===== config.mk =====
export PLATFORM = sky130hd
export DESIGN_NAME = fbit_link_inserter
export DESIGN_NICKNAME = d
export VERILOG_FILES = /design/src/rtl/fbit_pkg.sv /design/src/rtl/fbit_pattern_buf.sv /design/src/rtl/fbit_frame_tracker.sv /design/src/rtl/fbit_bit_sequencer.sv /design/src/rtl/fbit_link_inserter.sv
export SDC_FILE = /design/constraint.sdc
export NUM_CORES = 1
export LEC_CHECK = 0
export BUFFER_PORTS_ARGS = -buffer_cell sky130_fd_sc_hd__buf_2
export CAP_MARGIN = 20
export CORE_AREA = 2 2 79 137
export CTS_BUF_LIST = sky130_fd_sc_hd__clkbuf_4 sky130_fd_sc_hd__clkbuf_8
export CTS_CLUSTER_SIZE = 20
export DETAILED_ROUTE_END_ITERATION = 10
export DIE_AREA = 0 0 81 139
export PLACE_DENSITY = 0.44
export SKIP_CTS_REPAIR_TIMING = 1
export SYNTH_ARGS = -nofsm -noshare
export SYNTH_HDL_FRONTEND = slang
export SYNTH_SLANG_ARGS = --single-unit
export TNS_END_PERCENT = 100

===== constraint.sdc =====
create_clock -name clk -period 3.1 [get_ports clk]
set_input_delay 0.155 -clock clk [delete_from_list [all_inputs] [get_ports clk]]
set_output_delay 0.155 -clock clk [all_outputs]
set_load 0.01 [all_outputs]

===== src/rtl/fbit_pkg.sv =====
package fbit_pkg;
  typedef enum logic {PAR_EVEN = 1'b0, PAR_ODD = 1'b1} fpar_e;
  localparam int DEF_WORD_W  = 6;
  localparam int DEF_N_WORDS = 6;
  localparam int DEF_ADDR_W  = 3;
endpackage


===== src/rtl/fbit_pattern_buf.sv =====
module fbit_pattern_buf #(
  parameter int WORD_W  = fbit_pkg::DEF_WORD_W,
  parameter int N_WORDS = fbit_pkg::DEF_N_WORDS,
  parameter int ADDR_W  = fbit_pkg::DEF_ADDR_W,
  localparam int PTR_W  = $clog2(N_WORDS)
) (
  input  logic              clk,
  input  logic              rst_n,
  input  logic              wr_en,
  input  logic [ADDR_W-1:0] wr_addr,
  input  logic [WORD_W-1:0] wr_data,
  input  logic [PTR_W-1:0]  rd_addr,
  output logic [WORD_W-1:0] rd_data
);
  logic [N_WORDS-1:0][WORD_W-1:0] store_q;

  for (genvar i = 0; i < N_WORDS; i++) begin : g_word
    always_ff @(posedge clk) begin
      if (!rst_n) store_q[i] <= '0;
      else if (wr_en && wr_addr == ADDR_W'(i)) store_q[i] <= wr_data;
    end
  end

  always_comb begin
    rd_data = '0;
    for (int i = 0; i < N_WORDS; i++)
      if (rd_addr == PTR_W'(i)) rd_data = store_q[i];
  end

  // an address past the last word leaves every word untouched
  a_r9_no_stray_write: assert property (@(posedge clk) disable iff (!rst_n)
    (wr_en && wr_addr >= ADDR_W'(N_WORDS)) |=> $stable(store_q));
endmodule


===== src/rtl/fbit_frame_tracker.sv =====
module fbit_frame_tracker
  import fbit_pkg::*;
(
  input  logic  clk,
  input  logic  rst_n,
  input  logic  frame_start,
  input  logic  mf_align,
  output fpar_e par_now,
  output logic  mf_restart
);
  fpar_e par_q;

  assign mf_restart = frame_start & mf_align;

  always_comb begin
    par_now = par_q;
    if (mf_restart)       par_now = PAR_ODD;
    else if (frame_start) par_now = (par_q == PAR_ODD) ? PAR_EVEN : PAR_ODD;
  end

  always_ff @(posedge clk) begin
    if (!rst_n) par_q <= PAR_EVEN;
    else        par_q <= par_now;
  end

  // alignment marks frame 1
  a_r8_align_odd: assert property (@(posedge clk) disable iff (!rst_n)
    (frame_start && mf_align) |=> par_q == PAR_ODD);
  // plain frame start alternates parity
  a_r3_parity_toggles: assert property (@(posedge clk) disable iff (!rst_n)
    (frame_start && !mf_align) |=> par_q != $past(par_q));
  a_r3_parity_holds: assert property (@(posedge clk) disable iff (!rst_n)
    !frame_start |=> $stable(par_q));
endmodule


===== src/rtl/fbit_bit_sequencer.sv =====
module fbit_bit_sequencer
  import fbit_pkg::*;
#(
  parameter int WORD_W  = fbit_pkg::DEF_WORD_W,
  parameter int N_WORDS = fbit_pkg::DEF_N_WORDS,
  localparam int PTR_W  = $clog2(N_WORDS),
  localparam int BIT_W  = $clog2(WORD_W)
) (
  input  logic              clk,
  input  logic              rst_n,
  input  logic              fbit_strobe,
  input  logic              enable,
  input  logic              sel_odd,
  input  fpar_e             par_now,
  input  logic              mf_restart,
  input  logic [WORD_W-1:0] bit_mask,
  output logic [PTR_W-1:0]  rd_addr,
  input  logic [WORD_W-1:0] rd_data,
  output logic              ins_valid,
  output logic              ins_bit
);
  localparam logic [BIT_W-1:0] TOP_BIT   = BIT_W'(WORD_W - 1);
  localparam logic [PTR_W-1:0] LAST_WORD = PTR_W'(N_WORDS - 1);

  logic [PTR_W-1:0]  word_q, word_eff;
  logic [BIT_W-1:0]  bit_q, bit_eff;
  logic [WORD_W-1:0] hold_q;
  logic              take, at_top;
  fpar_e             want;

  assign want     = sel_odd ? PAR_ODD : PAR_EVEN;
  assign word_eff = mf_restart ? '0 : word_q;
  assign bit_eff  = mf_restart ? TOP_BIT : bit_q;
  assign at_top   = (bit_eff == TOP_BIT);
  assign take     = fbit_strobe & enable & (par_now == want);
  assign rd_addr  = word_eff;

  always_comb begin
    ins_bit = 1'b0;
    for (int k = 0; k < WORD_W; k++)
      if (bit_eff == BIT_W'(k)) ins_bit = at_top ? rd_data[k] : hold_q[k];
  end

  always_comb begin
    ins_valid = 1'b0;
    for (int k = 0; k < WORD_W; k++)
      if (bit_eff == BIT_W'(k)) ins_valid = take & bit_mask[k];
  end

  always_ff @(posedge clk) begin
    if (!rst_n) begin
      word_q <= '0;
      bit_q  <= TOP_BIT;
      hold_q <= '0;
    end else if (take) begin
      if (at_top) hold_q <= rd_data;
      if (bit_eff == '0) begin
        bit_q  <= TOP_BIT;
        word_q <= (word_eff == LAST_WORD) ? '0 : word_eff + PTR_W'(1);
      end else begin
        bit_q  <= bit_eff - BIT_W'(1);
        word_q <= word_eff;
      end
    end else if (mf_restart) begin
      word_q <= '0;
      bit_q  <= TOP_BIT;
    end
  end

  // pointer stays inside the pattern
  a_r5_ptr_range: assert property (@(posedge clk) disable iff (!rst_n)
    (word_q <= LAST_WORD) && (bit_q <= TOP_BIT));
  // wrap after the last bit of the last word
  a_r5_wrap: assert property (@(posedge clk) disable iff (!rst_n)
    (take && word_eff == LAST_WORD && bit_eff == '0) |=> (word_q == '0 && bit_q == TOP_BIT));
  // no selected F-bit, no restart: pointer holds
  a_r10_ptr_hold: assert property (@(posedge clk) disable iff (!rst_n)
    (!take && !mf_restart) |=> ($stable(word_q) && $stable(bit_q)));
  // restart without insertion lands on word 0 bit 5
  a_r8_restart: assert property (@(posedge clk) disable iff (!rst_n)
    (mf_restart && !take) |=> (word_q == '0 && bit_q == TOP_BIT));
  // the latched word changes only at a fetch
  a_r7_hold_stable: assert property (@(posedge clk) disable iff (!rst_n)
    !(take && at_top) |=> $stable(hold_q));
endmodule


===== src/rtl/fbit_link_inserter.sv =====
module fbit_link_inserter
  import fbit_pkg::*;
#(
  parameter int WORD_W  = fbit_pkg::DEF_WORD_W,
  parameter int N_WORDS = fbit_pkg::DEF_N_WORDS,
  parameter int ADDR_W  = fbit_pkg::DEF_ADDR_W,
  localparam int PTR_W  = $clog2(N_WORDS)
) (
  input  logic              clk,
  input  logic              rst_n,
  input  logic              line_in,
  input  logic              frame_start,
  input  logic              fbit_strobe,
  input  logic              mf_align,
  input  logic              host_we,
  input  logic [ADDR_W-1:0] host_addr,
  input  logic [WORD_W-1:0] host_wdata,
  input  logic              enable,
  input  logic              sel_odd,
  input  logic [WORD_W-1:0] bit_mask,
  output logic              line_out
);
  fpar_e             par_now;
  logic              mf_restart, ins_valid, ins_bit;
  logic [PTR_W-1:0]  rd_addr;
  logic [WORD_W-1:0] rd_data;

  fbit_pattern_buf #(.WORD_W(WORD_W), .N_WORDS(N_WORDS), .ADDR_W(ADDR_W)) u_buf (
    .clk(clk), .rst_n(rst_n), .wr_en(host_we), .wr_addr(host_addr),
    .wr_data(host_wdata), .rd_addr(rd_addr), .rd_data(rd_data));

  fbit_frame_tracker u_frm (
    .clk(clk), .rst_n(rst_n), .frame_start(frame_start), .mf_align(mf_align),
    .par_now(par_now), .mf_restart(mf_restart));

  fbit_bit_sequencer #(.WORD_W(WORD_W), .N_WORDS(N_WORDS)) u_seq (
    .clk(clk), .rst_n(rst_n), .fbit_strobe(fbit_strobe), .enable(enable),
    .sel_odd(sel_odd), .par_now(par_now), .mf_restart(mf_restart),
    .bit_mask(bit_mask), .rd_addr(rd_addr), .rd_data(rd_data),
    .ins_valid(ins_valid), .ins_bit(ins_bit));

  always_ff @(posedge clk) begin
    if (!rst_n) line_out <= 1'b0;
    else        line_out <= ins_valid ? ins_bit : line_in;
  end

  // non-F-bit cycles are a pure one-cycle delay
  a_r2_passthrough: assert property (@(posedge clk) disable iff (!rst_n)
    !fbit_strobe |=> line_out == $past(line_in));
  // disabled inserter is a pure one-cycle delay
  a_r10_disabled: assert property (@(posedge clk) disable iff (!rst_n)
    !enable |=> line_out == $past(line_in));
endmodule


Yosys cells after proc, flatten, opt, wreduce, memory -nomap -nowiden
Cells that the tools add are included.

word-level totals
  bits in registers = 49
  latch bits = 0
  bits in writable memories = 0
  memory bits (read-only) = 0
  output and inout bits = 1
  word-level logic and storage cells = 78
  memories = 0

operators by class
  $add $sub $neg = 2
  $mul = 0
  divide/modulo/power cells = 0
  $lt $le $gt $ge = 0
  equal/unequal tests = 16
  shift-type cells = 0
  muxes and demuxes = 30
  bitwise operators = 9
  reductions and logical operators = 10

operator list
  cell                                              count
  2-to-1 mux 6 bit                                  6
  2-to-1 mux 3 bit                                  7
  == test 3 x 2 -> 1 bit, second input constant     6
  == test 3 bit, second input constant              6
  2-to-1 mux 1 bit                                  17
  bitwise AND 1 bit                                 9
  == test 3 x 1 -> 1 bit, second input constant     3
  logical NOT 3 bit                                 3
  logical AND 1 bit                                 6
  adder 3 x 1 -> 3 bit, second input constant       1
  subtractor 3 x 1 -> 3 bit, second input constant  1
  AND reduction 2 bit                               1
  == test 1 bit                                     1

Longest topological paths before layout
  depth in word-level cells = 13
  gate-level depth with buffers = 9

Hierarchy
A second synthesis with hierarchy kept.

unflattened totals
  cell total of the unflattened synthesis = 255
  area, all modules = 2357.3 um^2

modules (own cells, without submodules)
  module              instances  cells an instance  area an instance (um^2)  sequential area each (um^2)
  fbit_pattern_buf    1          169                1544.0                   720.7
  fbit_bit_sequencer  1          77                 720.7                    220.2
  fbit_frame_tracker  1          6                  56.3                     20.0
  fbit_link_inserter  1          3                  36.3                     20.0

Worst setup path after synthesis
No wires, ideal clock.

  path type = reg2reg
  start point = reg u_seq.word_q[0]
  end point = reg line_out
  setup time = 0.122 ns
  arrival = 1.947 ns
  required time = 2.978 ns
  path slack = 1.032 ns
  cell stages (with the launch flop) = 10
  clock period less this slack = 2.068 ns
  path through = dfxtp_1 -> clkbuf_1 -> clkbuf_1 -> and3_1 -> ha_1 -> buf_1 -> inv_1 -> o21ai_0 -> a211oi_1 -> o311a_1

on the way
  word-level cells in the longest chain between the ends = 10
  elaborated cells on any way between the ends = 15
  classes of those cells = eq/ne: 5; mux: 9; reduce/logical: 1

ends and longest elaborated chain
  item                            line                      RTL
  from (decl)                     fbit_bit_sequencer.sv:25  logic [PTR_W-1:0] word_q, word_eff;
  from (signal assigned)          fbit_bit_sequencer.sv:59  word_q <= (word_eff == LAST_WORD) ? '0 : word_eff + PTR_W'(1);
  from (signal assigned)          fbit_bit_sequencer.sv:62  word_q <= word_eff;
  2-to-1 mux 3 bit (*)            -
  logical NOT 3 bit               fbit_pattern_buf.sv:27    if (rd_addr == PTR_W'(i)) rd_data = store_q[i];
  2-to-1 mux 6 bit (5 in series)  fbit_pattern_buf.sv:27
  2-to-1 mux 6 bit (*)            fbit_pattern_buf.sv:27
  2-to-1 mux 1 bit (*)            fbit_bit_sequencer.sv:41  if (bit_eff == BIT_W'(k)) ins_bit = at_top ? rd_data[k] : hold_q[k];
  2-to-1 mux 1 bit (*)            fbit_link_inserter.sv:44  else line_out <= ins_valid ? ins_bit : line_in;
  to (signal assigned)            fbit_link_inserter.sv:44
  to (decl)                       fbit_link_inserter.sv:21  output logic line_out

Mark *: on every way between the ends. The rest lies on a longest branch, timed or not.
A chain may end at the register's enable or synchronous reset.

Final worst setup path
Same ends and word-level chain as after synthesis.

==> metrics.txt <==
maxcap violations 0; final setup margin 1.027 ns; most instantiated library cell after synthesis dfxtp_1; H-tree lvl count 2; crit-path max FO 17; worst skew pair latency 0.32 ns; Multi-input gate area 1413 sq um; storage element area 980.9 sq um; Critical R2R Launch u_seq.word_q[0]; wire per inst 16.10 microns; final setup fails 0; hpwl dp 4.866 mm; most used flip-flop cell after synthesis dfxtp_1; Remaining DRCs 0; dpl ws 1.022 ns; Slew @ Worst Pin 0.8663 ns; GR Overflow Total 0; Slew HR 41.93%; antenna diode count 0; Syn Nets 289; Synth Instances 264; Pins Over Slew Limit 0; fin crit share 66.86%; final hold vios 0; RD Place Congestion 0.8382; share of synthesized flip-flops with an asynchronous set or reset 0%; final-layout fill cell count 1132; PortBufs 24; antenna violations before repair 0; setup slack, reg-to-reg 1.03 ns; First-pass DRT Iterations 4; post-synth cell types 46; routed vias/inst 4.739; Antenna Violating Nets Remaining 0; outcome completed; num ports 25; RSZ-0062 raised after global routing no; Die ar. 11260 sq um; routed wire length 6.538 mm; Setup crit start u_seq.word_q[0]; P_leak 0.0009723 uW; core box area 10180 sq um; first-pass GRT wire length 10.49 mm; root buffer cell clkbuf_8; Hold Path Class in -> reg; type of the worst setup path reg -> reg; clock slew seen by the registers of the worst setup and hold paths 0.09 ns; Post-layout nets 303; Worst Path Arrival 2.29 ns; R2R cell count 6; Synth Cell Area 2469 sq um; Mean Syn Cell Area 9.351 sq um; post-route setup TNS 0 ns; PwrDens 427.0 nW/um^2; synth cell count leaders 49 x dfxtp_1, 42 x mux2i_1, 40 x nor2b_1, 16 x clkbuf_1, 15 x nand2_1; Max Freq 482.5 MHz; Synth area leaders dfxtp_1 40%, mux2i_1 17%, nor2b_1 10%, clkbuf_1 2.4%, nand2_1 2.3%; hold path startpoint line_in; clock tree buffer depth 2; Area growth syn-to-layout 12.82%; # rows 49; post-synth top area share 39.74%; Tot GR Track Use 12.51%; crit path time final 2.073 ns; #FFs+latches synth 49; WHS Endpoint line_out; CTS tree yes; WHS Path Cells 3; vias in the first global route 1911; Die Ht 139 microns; CP required 3.31 ns; share of layout cells above drive strength 1 16.85%; Post-Route Skew 0.006249 ns; Starting Density 24.26%; worst r2r dst line_out; Startpoint Class flop; largest net degree at the start of global routing 47; Seq/Total Area, Yosys 39.74%; VDD IR max 0.1865 mV; clock sink count 49; number of enable flip-flop cells after synthesis 0; Yosys Warn Count 0; Worst setup EP type flop; biggest area consumer among synthesized cells dfxtp_1; Die W 81 microns; DRT iter0 DRCs 90; via count 1924; TritonCTS Buffers 5
[logic make-up (layout without fill, tap and decap cells)]
group / after synthesis / count (layout) / synth area share, %
compound gates: 42 / 42 / 12.67
xor+xnor: 2 / 2 / 0.7097
fa+ha+maj: 1 / 1 / 0.5068
buf+inv: 20 / 35 / 3.041
flops: 49 / 49 / 39.74
mux: 46 / 46 / 18.85
simple gates: 104 / 104 / 24.48
[placed cells by master, fill, tap and decap left out, types with 2 or more instances in the layout]
master / Yosys / layout
nand4_1: 8 / 8
nand3b_1: 5 / 5
mux2_2: 4 / 4
a21oi_1: 8 / 8
a31oi_1: 2 / 2
nand2_1: 15 / 15
clkbuf_8: 0 / 7
and3b_1: 2 / 2
or2_2: 3 / 3
nor2_1: 12 / 12
nand3_1: 7 / 7
mux2i_1: 42 / 42
nor2b_1: 40 / 40
buf_2: 0 / 24
a211oi_1: 3 / 3
inv_1: 3 / 3
o21ai_0: 9 / 9
dfxtp_1: 49 / 49
o211ai_1: 4 / 4
o22ai_1: 4 / 4
nor3_1: 2 / 2
[power breakdown]
part / internal, uW / total, uW / switching, uW
clock: 202 / 428 / 226
sequential: 643 / 653 / 9.85
combinational: 47.7 / 109 / 60.9
[how the worst max path moves through the flow]
stage | endpoint
floorplan | line_out
global route | line_out
global placement | line_out
detailed placement | line_out
finish | line_out
CTS | line_out
[layer usage]
metal	vias to the layer above	share of wire [%]	GRT usage (%)
li1	972	-	-
met1	906	41	13.75
met2	36	53	22.53
met3	10	3.0	2.083
met4	0	2.8	5.888
met5	-	0	0
[metrics by stage]
step | hold slack, ns | instances | util (%) | total power (uW) | instance area, sq um
final | 0.1707 | 406 | 27.37 | 1189 | 2785
after global placement | 0.4678 | 398 | 26.37 | 777.5 | 2684
after floorplan | 0.3212 | 264 | - | 735.7 | 2469
after detailed placement | 0.4703 | 398 | 26.37 | 777.9 | 2684
after CTS | 0.1688 | 406 | 27.37 | 1207 | 2785
after global routing | 0.1938 | 406 | 27.37 | 1236 | 2785
[critical path, cell delays in order (launching register included)]
cell	delay [ns]
dfxtp_1	0.78
and3_1	0.26
ha_1	0.32
inv_1	0.09
o21ai_0	0.15
a211oi_1	0.07
o311a_1	0.30
[cell type report]
cell class	count	share of cell area (%)
Clock inverter	1	0.1797
Clock buffer	7	3.459
Tap cell	127	5.705
Inverter	3	0.4043
Multi-Input combinational cell	195	50.72
Timing Repair Buffer	24	4.313
Sequential cell	49	35.22
[state kept, by name, indices dropped and copies added (netlist names)]
register       count
u_seq.hold_q       5
u_seq.bit_q        3
u_seq.word_q       3
u_frm.par_q        1
line_out           1
u_buf.store_q     36
Note: power is estimated with default switching activity, not from simulation.
